[config.mk]
export PLATFORM = sky130hd
export DESIGN_NAME = cfgslv_top
export DESIGN_NICKNAME = d
export VERILOG_FILES = /design/src/rtl/cfgslv_pkg.sv /design/src/rtl/cfgslv_decode.sv /design/src/rtl/cfgslv_locmon.sv /design/src/rtl/cfgslv_top.sv
export SDC_FILE = /design/constraint.sdc
export NUM_CORES = 1
export LEC_CHECK = 0
export ABC_AREA = 1
export BUFFER_PORTS_ARGS = -buffer_cell sky130_fd_sc_hd__buf_2
export CORE_MARGIN = 10
export CORE_UTILIZATION = 55
export CTS_BUF_LIST = sky130_fd_sc_hd__clkbuf_4
export CTS_CLUSTER_SIZE = 8
export DETAILED_ROUTE_END_ITERATION = 12
export PLACE_DENSITY = 0.74
export SYNTH_ARGS = -nofsm -noshare
export SYNTH_HDL_FRONTEND = slang
export SYNTH_SLANG_ARGS = --single-unit
[constraint.sdc]
create_clock -name clk -period 2.99 [get_ports clk]
set_clock_uncertainty 0.15 [all_clocks]
set_input_delay 0.1495 -clock clk [delete_from_list [all_inputs] [get_ports clk]]
set_output_delay 0.1495 -clock clk [all_outputs]
set_load 0.1 [all_outputs]
[src/rtl/cfgslv_pkg.sv]
`timescale 1ns/1ps
package cfgslv_pkg;
  localparam int DW      = 16;
  localparam int AW      = 16;
  localparam int WIX     = 5;
  localparam int MON_N   = 8;
  localparam int VEC_W   = 8;
  localparam int RAM_N   = 12;
  localparam int RIX     = $clog2(RAM_N);
  localparam int MODID_W = 13;
  localparam logic [AW-1:0] SHORT_IO_BASE = 16'hC000;

  typedef enum logic [WIX-1:0] {
    W_ID = 5'd0, W_DEV = 5'd1, W_CSR = 5'd2, W_OFS = 5'd3,
    W_SIGPRO = 5'd4, W_RSPEXT = 5'd5, W_DHI = 5'd6, W_DLO = 5'd7,
    W_MODID = 5'd16, W_LMON = 5'd17, W_XADR = 5'd18, W_XDAT = 5'd19,
    W_PSIG = 5'd28, W_PRSP = 5'd29, W_PDHI = 5'd30, W_PDLO = 5'd31
  } word_e;

  // monitor event numbering
  localparam int EV_WR_DHI = 0;
  localparam int EV_WR_DLO = 1;
  localparam int EV_RD_DHI = 2;
  localparam int EV_RD_DLO = 3;
  localparam int EV_WR_SIG = 4;
  localparam int EV_WR_XD  = 5;
  localparam int EV_RD_RSP = 6;
  localparam int EV_RD_PRO = 7;

  function automatic logic [AW-1:0] blk_base(input logic [7:0] la);
    return SHORT_IO_BASE + {2'b00, la, 6'b000000};
  endfunction

  function automatic logic is_ram(input logic [WIX-1:0] w);
    return (w[4:3] == 2'b01) || (w[4:2] == 3'b101);
  endfunction

  function automatic logic [RIX-1:0] ram_idx(input logic [WIX-1:0] w);
    return w[4] ? {2'b10, w[1:0]} : {1'b0, w[2:0]};
  endfunction
endpackage

[src/rtl/cfgslv_decode.sv]
`timescale 1ns/1ps
module cfgslv_decode
  import cfgslv_pkg::*;
#(
  parameter logic [7:0] LOG_ADDR = 8'd0
) (
  input  logic [AW-1:1]  addr_w,
  output logic           hit,
  output logic [WIX-1:0] word
);
  localparam logic [AW-1:0] BASE = blk_base(LOG_ADDR);

  always_comb begin
    hit  = (addr_w[AW-1:WIX+1] == BASE[AW-1:WIX+1]);
    word = addr_w[WIX:1];
  end
endmodule

[src/rtl/cfgslv_locmon.sv]
`timescale 1ns/1ps
module cfgslv_locmon
  import cfgslv_pkg::*;
(
  input  logic             clk,
  input  logic             rst_n,
  input  logic [MON_N-1:0] evt,
  input  logic [MON_N-1:0] en,
  input  logic             lm_wr,
  input  logic [DW-1:0]    lm_wdata,
  output logic [MON_N-1:0] flags,
  output logic [VEC_W-1:0] vector,
  output logic             irq
);
  logic [MON_N-1:0] flags_q;
  logic [VEC_W-1:0] vec_q;
  logic [MON_N-1:0] clr_mask;
  logic [MON_N-1:0] arm;

  assign clr_mask = lm_wr ? lm_wdata[VEC_W +: MON_N] : '0;
  assign arm      = evt & en;

  always_ff @(posedge clk) begin
    if (!rst_n) begin
      flags_q <= '0;
      vec_q   <= '0;
    end else begin
      for (int i = 0; i < MON_N; i++) begin
        if (arm[i])          flags_q[i] <= 1'b1;
        else if (clr_mask[i]) flags_q[i] <= 1'b0;
      end
      if (lm_wr) vec_q <= lm_wdata[VEC_W-1:0];
    end
  end

  assign flags  = flags_q;
  assign vector = vec_q;
  assign irq    = |(flags_q & en);

  AST_FLAG_NEEDS_EVENT: assert property (@(posedge clk) disable iff (!rst_n)
    (|(flags_q & ~$past(flags_q))) |-> $past(|arm)) else $error("flag set without event");
  AST_CLEAR_ALL_DROPS: assert property (@(posedge clk) disable iff (!rst_n)
    (lm_wr && (&lm_wdata[VEC_W +: MON_N]) && !(|arm)) |=> !irq) else $error("irq kept");
  AST_VECTOR_LOAD: assert property (@(posedge clk) disable iff (!rst_n)
    lm_wr |=> (vector == $past(lm_wdata[VEC_W-1:0]))) else $error("vector not loaded");
endmodule

[src/rtl/cfgslv_top.sv]
`timescale 1ns/1ps
module cfgslv_top
  import cfgslv_pkg::*;
#(
  parameter logic [7:0]    LOG_ADDR = 8'd0,
  parameter logic [DW-1:0] ID_WORD  = 16'h3A7C,
  parameter logic [DW-1:0] DEV_TYPE = 16'h5E10
) (
  input  logic               clk,
  input  logic               rst_n,
  input  logic               bus_ds,
  input  logic               bus_wr,
  input  logic               bus_iack,
  input  logic [AW-1:0]      bus_addr,
  input  logic [DW-1:0]      bus_wdata,
  output logic [DW-1:0]      bus_rdata,
  output logic               bus_ack,
  output logic               irq_req,
  output logic [MODID_W-1:0] modid_lines,
  output logic               modid_oe,
  output logic [AW-1:0]      ext_addr,
  output logic [DW-1:0]      ext_wdata,
  output logic               ext_wr_stb,
  input  logic [DW-1:0]      ext_rdata
);
  localparam logic [AW-1:0] BASE     = blk_base(LOG_ADDR);
  localparam logic [AW-1:0] BLK_LAST = BASE + 16'd63;

  // access events
  logic           ds_q;
  logic           ds_seen;
  logic           hit;
  logic [WIX-1:0] word;
  logic           acc_go, iack_go, wr_go, rd_go;

  always_ff @(posedge clk) begin
    if (!rst_n) ds_q <= 1'b0;
    else        ds_q <= bus_ds;
  end

  assign ds_seen = bus_ds & ~ds_q;
  assign acc_go  = ds_seen & hit & ~bus_iack;
  assign iack_go = ds_seen & bus_iack;
  assign wr_go   = acc_go & bus_wr;
  assign rd_go   = acc_go & ~bus_wr;

  cfgslv_decode #(.LOG_ADDR(LOG_ADDR)) u_dec (
    .addr_w (bus_addr[AW-1:1]),
    .hit    (hit),
    .word   (word)
  );

  // register storage
  logic [DW-1:0]      ctrl_q, sig_q, pro_q, rsp_q, msg_xd_q, dhi_q, dlo_q;
  logic [MODID_W:0]   modid_q;
  logic [AW-1:0]      xadr_q;
  logic [DW-1:0]      xwd_q;
  logic [DW-1:0]      ram_q [RAM_N];
  logic               xstb_q;

  always_ff @(posedge clk) begin
    if (!rst_n) begin
      ctrl_q <= '0; sig_q <= '0; pro_q <= '0; rsp_q <= '0; msg_xd_q <= '0;
      dhi_q <= '0; dlo_q <= '0; modid_q <= '0; xadr_q <= '0; xwd_q <= '0;
      xstb_q <= 1'b0;
      for (int i = 0; i < RAM_N; i++) ram_q[i] <= '0;
    end else begin
      xstb_q <= wr_go && (word == W_XDAT);
      if (wr_go) begin
        case (word)
          W_CSR:           ctrl_q   <= bus_wdata;
          W_SIGPRO:        sig_q    <= bus_wdata;
          W_RSPEXT:        msg_xd_q <= bus_wdata;
          W_DHI, W_PDHI:   dhi_q    <= bus_wdata;
          W_DLO, W_PDLO:   dlo_q    <= bus_wdata;
          W_MODID:         modid_q  <= bus_wdata[MODID_W:0];
          W_XADR:          xadr_q   <= bus_wdata;
          W_XDAT:          xwd_q    <= bus_wdata;
          W_PSIG:          pro_q    <= bus_wdata;
          W_PRSP:          rsp_q    <= bus_wdata;
          default: if (is_ram(word)) ram_q[ram_idx(word)] <= bus_wdata;
        endcase
      end
    end
  end

  // location monitor
  logic [MON_N-1:0] mon_evt;
  logic [MON_N-1:0] mon_flags;
  logic [VEC_W-1:0] mon_vec;

  always_comb begin
    mon_evt            = '0;
    mon_evt[EV_WR_DHI] = wr_go && (word == W_DHI);
    mon_evt[EV_WR_DLO] = wr_go && (word == W_DLO);
    mon_evt[EV_RD_DHI] = rd_go && (word == W_DHI);
    mon_evt[EV_RD_DLO] = rd_go && (word == W_DLO);
    mon_evt[EV_WR_SIG] = wr_go && (word == W_SIGPRO);
    mon_evt[EV_WR_XD]  = wr_go && (word == W_RSPEXT);
    mon_evt[EV_RD_RSP] = rd_go && (word == W_RSPEXT);
    mon_evt[EV_RD_PRO] = rd_go && (word == W_SIGPRO);
  end

  cfgslv_locmon u_mon (
    .clk      (clk),
    .rst_n    (rst_n),
    .evt      (mon_evt),
    .en       (ctrl_q[MON_N-1:0]),
    .lm_wr    (wr_go && (word == W_LMON)),
    .lm_wdata (bus_wdata),
    .flags    (mon_flags),
    .vector   (mon_vec),
    .irq      (irq_req)
  );

  // read path
  logic [DW-1:0] rd_mux;
  always_comb begin
    case (word)
      W_ID:          rd_mux = ID_WORD;
      W_DEV:         rd_mux = DEV_TYPE;
      W_CSR:         rd_mux = ctrl_q;
      W_SIGPRO:      rd_mux = pro_q;
      W_RSPEXT:      rd_mux = rsp_q;
      W_DHI, W_PDHI: rd_mux = dhi_q;
      W_DLO, W_PDLO: rd_mux = dlo_q;
      W_MODID:       rd_mux = {{(DW-MODID_W-1){1'b0}}, modid_q};
      W_LMON:        rd_mux = {mon_flags, mon_vec};
      W_XDAT:        rd_mux = ext_rdata;
      W_PSIG:        rd_mux = sig_q;
      W_PRSP:        rd_mux = msg_xd_q;
      default:       rd_mux = is_ram(word) ? ram_q[ram_idx(word)] : '0;
    endcase
  end

  logic [DW-1:0] rdata_q;
  logic          ack_q;
  always_ff @(posedge clk) begin
    if (!rst_n) begin
      rdata_q <= '0;
      ack_q   <= 1'b0;
    end else begin
      ack_q <= acc_go | iack_go;
      if (iack_go)    rdata_q <= {{(DW-VEC_W){1'b0}}, mon_vec};
      else if (rd_go) rdata_q <= rd_mux;
    end
  end

  assign bus_rdata   = rdata_q;
  assign bus_ack     = ack_q;
  assign modid_lines = modid_q[MODID_W-1:0];
  assign modid_oe    = modid_q[MODID_W];
  assign ext_addr    = xadr_q;
  assign ext_wdata   = xwd_q;
  assign ext_wr_stb  = xstb_q;

  AST_HIT_IN_WINDOW: assert property (@(posedge clk) disable iff (!rst_n)
    (ds_seen && hit) |-> (bus_addr >= BASE && bus_addr <= BLK_LAST)) else $error("decode");
  AST_NO_ACK_OUTSIDE: assert property (@(posedge clk) disable iff (!rst_n)
    (ds_seen && !hit && !bus_iack) |=> !bus_ack) else $error("stray ack");
  AST_ACK_AFTER_DS: assert property (@(posedge clk) disable iff (!rst_n)
    (ds_seen && (hit || bus_iack)) |=> bus_ack) else $error("ack missing");
  AST_ACK_ONE_CYCLE: assert property (@(posedge clk) disable iff (!rst_n)
    bus_ack |=> !bus_ack) else $error("ack too long");
  AST_IACK_VECTOR: assert property (@(posedge clk) disable iff (!rst_n)
    iack_go |=> (bus_rdata[DW-1:VEC_W] == '0)) else $error("iack data");
  AST_EXT_STB_WITH_ACK: assert property (@(posedge clk) disable iff (!rst_n)
    ext_wr_stb |-> bus_ack) else $error("ext strobe");
endmodule

* Yosys cells after proc, flatten, opt, wreduce, memory -nomap -nowiden
Memory sizes are Yosys's and may differ from the RTL's. Index checks and enable logic that the tools add are counted.
Storage, ports and cells: logic and storage cells 123, memories kept 1, bits in registers 193, input bits 53, output and inout port bits 65, RAM bits 192
Cells by class: equal/unequal tests 17, bitwise operators 13, muxes and demuxes 31, reductions and logical operators 37
Memory list:
- ram_q | depth 12, bits a word 16, read ports 1, clocked after memory_dff 0, write ports 12, line cfgslv_top.sv:58 | logic [DW-1:0] ram_q [RAM_N];
Operators by type and width (count):
- $pmux W16 S12 | 1
- $eq A5 B5 Y1 const B | 8
- $mux W16 | 2
- $mux W8 | 3
- $mux W1 | 23
- $eq A5 B3 Y1 const B | 4
- $reduce_and A2 Y1 | 10
- $reduce_bool A2 Y1 | 9
- $and A8 B8 Y8 | 2
- $reduce_or A16 Y1 | 1
- $reduce_or A12 Y1 | 1
- $eq A10 B10 Y1 const B | 1
- $logic_and A1 B1 Y1 | 10
- $mux W4 | 2
- $reduce_or A8 Y1 | 1
- $and A1 B1 Y1 | 6
- $reduce_or A2 Y1 | 3
- $eq A5 B1 Y1 const B | 1
- $eq A5 B2 Y1 const B | 1
- $logic_not A5 Y1 | 1
- $not A1 Y1 | 4
- $eq A3 B3 Y1 const B | 1
- $eq A2 B1 Y1 const B | 1
- $logic_or A1 B1 Y1 | 1
- $or A1 B1 Y1 | 1

* Longest topological paths before layout
depth in word-level cells 10, gate-level depth with buffers 13, mapped depth without buffers 11

* Cells and area by module
From an unflattened synthesis, not the netlist that was laid out.
Second synthesis, totals: cells, all modules 2012, area, all modules 16727.3 um2
Modules (own cells, without submodules):
- cfgslv_top | cells each 1909, sequential area each 9308.9 um2, times used 1, area an instance 16015.4 um2
- cfgslv_locmon | cells each 91, sequential area each 320.3 um2, times used 1, area an instance 645.6 um2
- cfgslv_decode | cells each 12, sequential area each 0.0 um2, times used 1, area an instance 66.3 um2

* Worst setup path before layout
OpenSTA, ideal clock, no wires.
path type reg2reg, start point reg ds_q, end point mem ram_q[10][0], enable pin, period minus slack after synthesis 2.364 ns, stages on the path, launching flop included 12, arrival 1.843 ns, slack 0.626 ns, data required time 2.468 ns, library setup time 0.372 ns, buffers on the path 2, cells stage by stage dfxtp_1 -> inv_1 -> nand2_1 -> nor2_1 -> nand2_1 -> nor2_4 -> inv_2 -> nor2_4 -> buf_8 -> nand3_4 -> buf_6 -> nand2_1
RTL lines:
- start, declared | line cfgslv_top.sv:30 | logic ds_q;
- start signal, assigned | line cfgslv_top.sv:38 | else ds_q <= bus_ds;
- end, declared | line cfgslv_top.sv:58

* Worst setup path after layout
start point in bus_addr[6], end point reg pro_q[10]
On the way: longest elaborated chain between the ends 5
RTL lines:
- start, declared | line cfgslv_top.sv:14 | input logic [AW-1:0] bus_addr,
- $eq A10 B10 Y1 | line cfgslv_decode.sv:14 | hit = (addr_w[AW-1:WIX+1] == BASE[AW-1:WIX+1]);
- $and A1 B1 Y1 (2 in series) | line cfgslv_top.sv:42 | assign acc_go = ds_seen & hit & ~bus_iack;
- $and A1 B1 Y1 | line cfgslv_top.sv:44 | assign wr_go = acc_go & bus_wr;
- $reduce_and A2 Y1 (no source line)
- end signal, assigned | line cfgslv_top.sv:79 | W_PSIG: pro_q <= bus_wdata;
- end, declared | line cfgslv_top.sv:54 | logic [DW-1:0] ctrl_q, sig_q, pro_q, rsp_q, msg_xd_q, dhi_q, dlo_q;
Every way passes these cells. A chain may end at the register's enable or synchronous reset.

==> results.md <==
- Post-detailed-route count of antenna-violating nets: 0
- Highest Clock Rate: about 0.34 GHz
- Initial antenna violation count: 5
- Layout fillers: 2476
- EDFF count, synth: 192
- Die footprint: approximately 0.038 mm²
- Latest clock arrival within the worst-skew pair: between 700 and 800 ps
- Cell with the most instances after synthesis: nand2_1
- Slew margin rel.: 0.239
- Slowest-stage cell, CP: dlygate4sd3_1
- Max-Cap Viols: 0
- Avg Inst Size Synth: between 8 and 9 µm²
- DR pass1 iterations: 9
- Routed WL per cell: 20.1 µm
- Layout cells sized above 1: 0.176
- RSZ-0062 raised after global routing: yes
- Drt first-iter violations: 2158
- Layout Nets: 2262
- Crit start category: input port
- Number of global-route vias before repair: roughly 15000
- Post-synth top cells: 437 x nand2_1, 382 x nor2_1, 193 x dfxtp_1
- Worst setup path class: in2reg
- Worst Tran Pin Value: around 1100 ps
- Synth area leader: edfxtp_1
- Syn nets: 2054
- Multi-input logic area: 0.00637 mm²
- Final core occ: 0.654
- Grt total ovfl: 0
- Final-report hold violation count: 0
- First-pass GRT wire length: 83500 µm
- CTS Buf Count: 97
- DRC: 0
- Hold WC Path Type: in2reg
- Starting Density: 0.556
- Fin area: ~0.020 mm²
- Period utilization: 0.987
- Final wirelength: between 50000 and 60000 µm
- Largest fanout on the critical path: 15
- # H-tree levels: 3
- Netlist cell types: 34
- Core Box Area: 0.0305 mm²
- Via count: roughly 16000
- CTS tree: built
- Yosys warning count: 0
- Die height: between 150 and 200 µm
- Share of the synthesized area in the top cell type: 0.340
- Status: finished clean
- P_leak: between 8 and 9 nW
- WP data required: 3480 ps
- IO Pins: around 120
- Pwr Density: approximately 550 mW/mm²
- Clock slew at reported path FFs: 60 ps
- Clk root buf: clkbuf_4
- Area of the mapped netlist: 0.0170 mm²
- Post-synth ARST share: 0
- Seq/Total Area, Yosys: 0.567
- Layout area overhead: 17.5%
- Worst EP arrival: 3440 ps
- CP dominant cell by count: nor2_1
- Number of setup violations in the final report: 0
- Number of port buffers: roughly 120
- Tmin final: 2950 ps
- Final Max Slew Viols: 0
- Synthesized instance count: between 2000 and 2500
- Routability congestion estimate: about 0.94
- CP endpoint kind: register
- Top delay family on crit path: buffers and inverters
- Die Width: 196 µm
- Num rows: between 60 and 70
- Largest net degree at the start of global routing: 84
- Delay of the slowest critical-path stage: 570 ps
- GRT Total Usage: 0.273
- Buffer depth of the longest clock path: 3
- Worst path cell trace: buf_2 -> dlygate4sd3_1 -> nor2_1 -> dlygate4sd3_1 -> nand2_1 -> nor2_1 -> nand2_1 -> nor2_4 -> buf_4 -> nand2_2 -> buf_4 -> nor2_1 -> nor2_1 -> dlygate4sd3_1
- Worst IR Drop VDD: between 0.4 and 0.5 mV
- Register area: 0.00963 mm²
- Bufs and invs on worst path: 6
- FF+latch count, synth: around 390
- Placed Area: between 0.015 and 0.02 mm²
- Detail-routed via count per cell: around 6
- Ranking of synthesized cells by area: edfxtp_1 34%, dfxtp_1 23%, nand2_1 9.7%
- DP HPWL: between 30000 and 40000 µm
- Clock sink count: slightly below 400
- Primary FF master, synth: dfxtp_1
[path summary, 6_finish.rpt]
kind	from	end	slack (ps)	depth (start not counted)
setup reg to reg	ds_q	pro_q[10]	180	11
hold reg to reg	bus_rdata[1]	bus_rdata[1]	310	2
hold / removal	bus_wdata[10]	rsp_q[10]	110	4
setup / recovery	bus_addr[6]	pro_q[10]	40	14
[repair_timing]
action / 4_1_cts / 5_1_grt
endpoints found under the setup margin: 0 / 28
resized for setup: 0 / 7
endpoints found under the hold margin: 171 / 0
hold buffers: 63 / 0
setup buffers: 0 / 5
[flip-flops by register name, summed over array words and instances (netlist names), 16 cells and up]
signal     count
rsp_q         16
pro_q         16
ext_wdata     16
ram_q        192
bus_rdata     16
sig_q         16
dhi_q         16
ctrl_q        16
ext_addr      16
msg_xd_q      16
dlo_q         16
[power breakdown]
group,switching (mW),internal [mW],total (mW)
Sequential,0.0219,5.59,5.61
Combinational,0.568,0.203,0.771
Clock,2.16,2.43,4.59
Total,2.75,8.22,11.0
[cell type report]
type,instances,share of cell area
multi-input combinational,1385,0.320
tap,396,0.0248
sequential,385,0.483
clock buffer,155,0.0583
timing repair buffer,254,0.0912
inverter,86,0.0162
clock inverter,24,0.00634
antenna,5,0.000627
[per-layer routing]
| metal | routed length (µm) | part of all wire | track usage | vias up |
|---|---|---|---|---|
| met2 | 24500 | 0.45 | 0.422 | 1060 |
| met5 | 13 | 0.00024 | 0 | - |
| li1 | - | - | - | 7207 |
| met3 | 6350 | 0.12 | 0.0735 | 189 |
| met4 | 2130 | 0.039 | 0.124 | 2 |
| met1 | 21200 | 0.39 | 0.352 | 7287 |
[cell usage in the layout (no fill, tap or decap), types with 2 or more instances in the layout]
cell           Yosys  final
nand2_1          437    435
nor2_1           382    375
dfxtp_1          193    193
edfxtp_1         192    192
clkbuf_4           0    155
o21ai_0          138    138
a21oi_1          133    133
nand3_1          119    119
buf_2             50    115
buf_4              2     72
inv_1             65     65
dlygate4sd3_1      0     63
nand4_1           37     37
o21ai_1           34     34
a211oi_1          32     32
a22oi_1           32     32
clkinv_1           9     26
inv_2             12     14
nor2_2            11     13
nand3_4           10     10
nor2_4             3      8
diode_2            0      5
nor3_1             3      3
buf_12             0      3
a22o_1             2      2
a221oi_1           2      2
nand2_2            0      2
o22ai_1            2      2
clkinv_2           0      2
clkinvlp_4         0      2
[metrics by stage]
step | setup slack (ps) | TNS, ps | cells | hold WS, ps | power [mW]
4_1_cts | 69.1 | 0 | 2680 | 86.2 | 11.0
2_1_floorplan | 626 | 0 | 2001 | 93.0 | 6.12
5_1_grt | -96.4 | -96.4 | 2689 | 118 | 11.3
3_5_place_dp | 227 | 0 | 2438 | 203 | 6.41
6_report | 38.0 | 0 | 2690 | 113 | 11.0
3_3_place_gp | 339 | 0 | 2438 | 194 | 6.41
[cell families after synthesis]
kind of cell	Yosys count	share of synthesized area
AND/OR/NAND/NOR	1007	0.250
flip-flops	385	0.567
AO/OA/AOI/OAI	378	0.123
buffers and inverters	231	0.0603
[worst min-delay path, stage by stage]
cell           delay, ps
dlygate4sd3_1        530
buf_2                150
nor2_1               100
a211oi_1              50
Power figures use the tool's default switching activity.
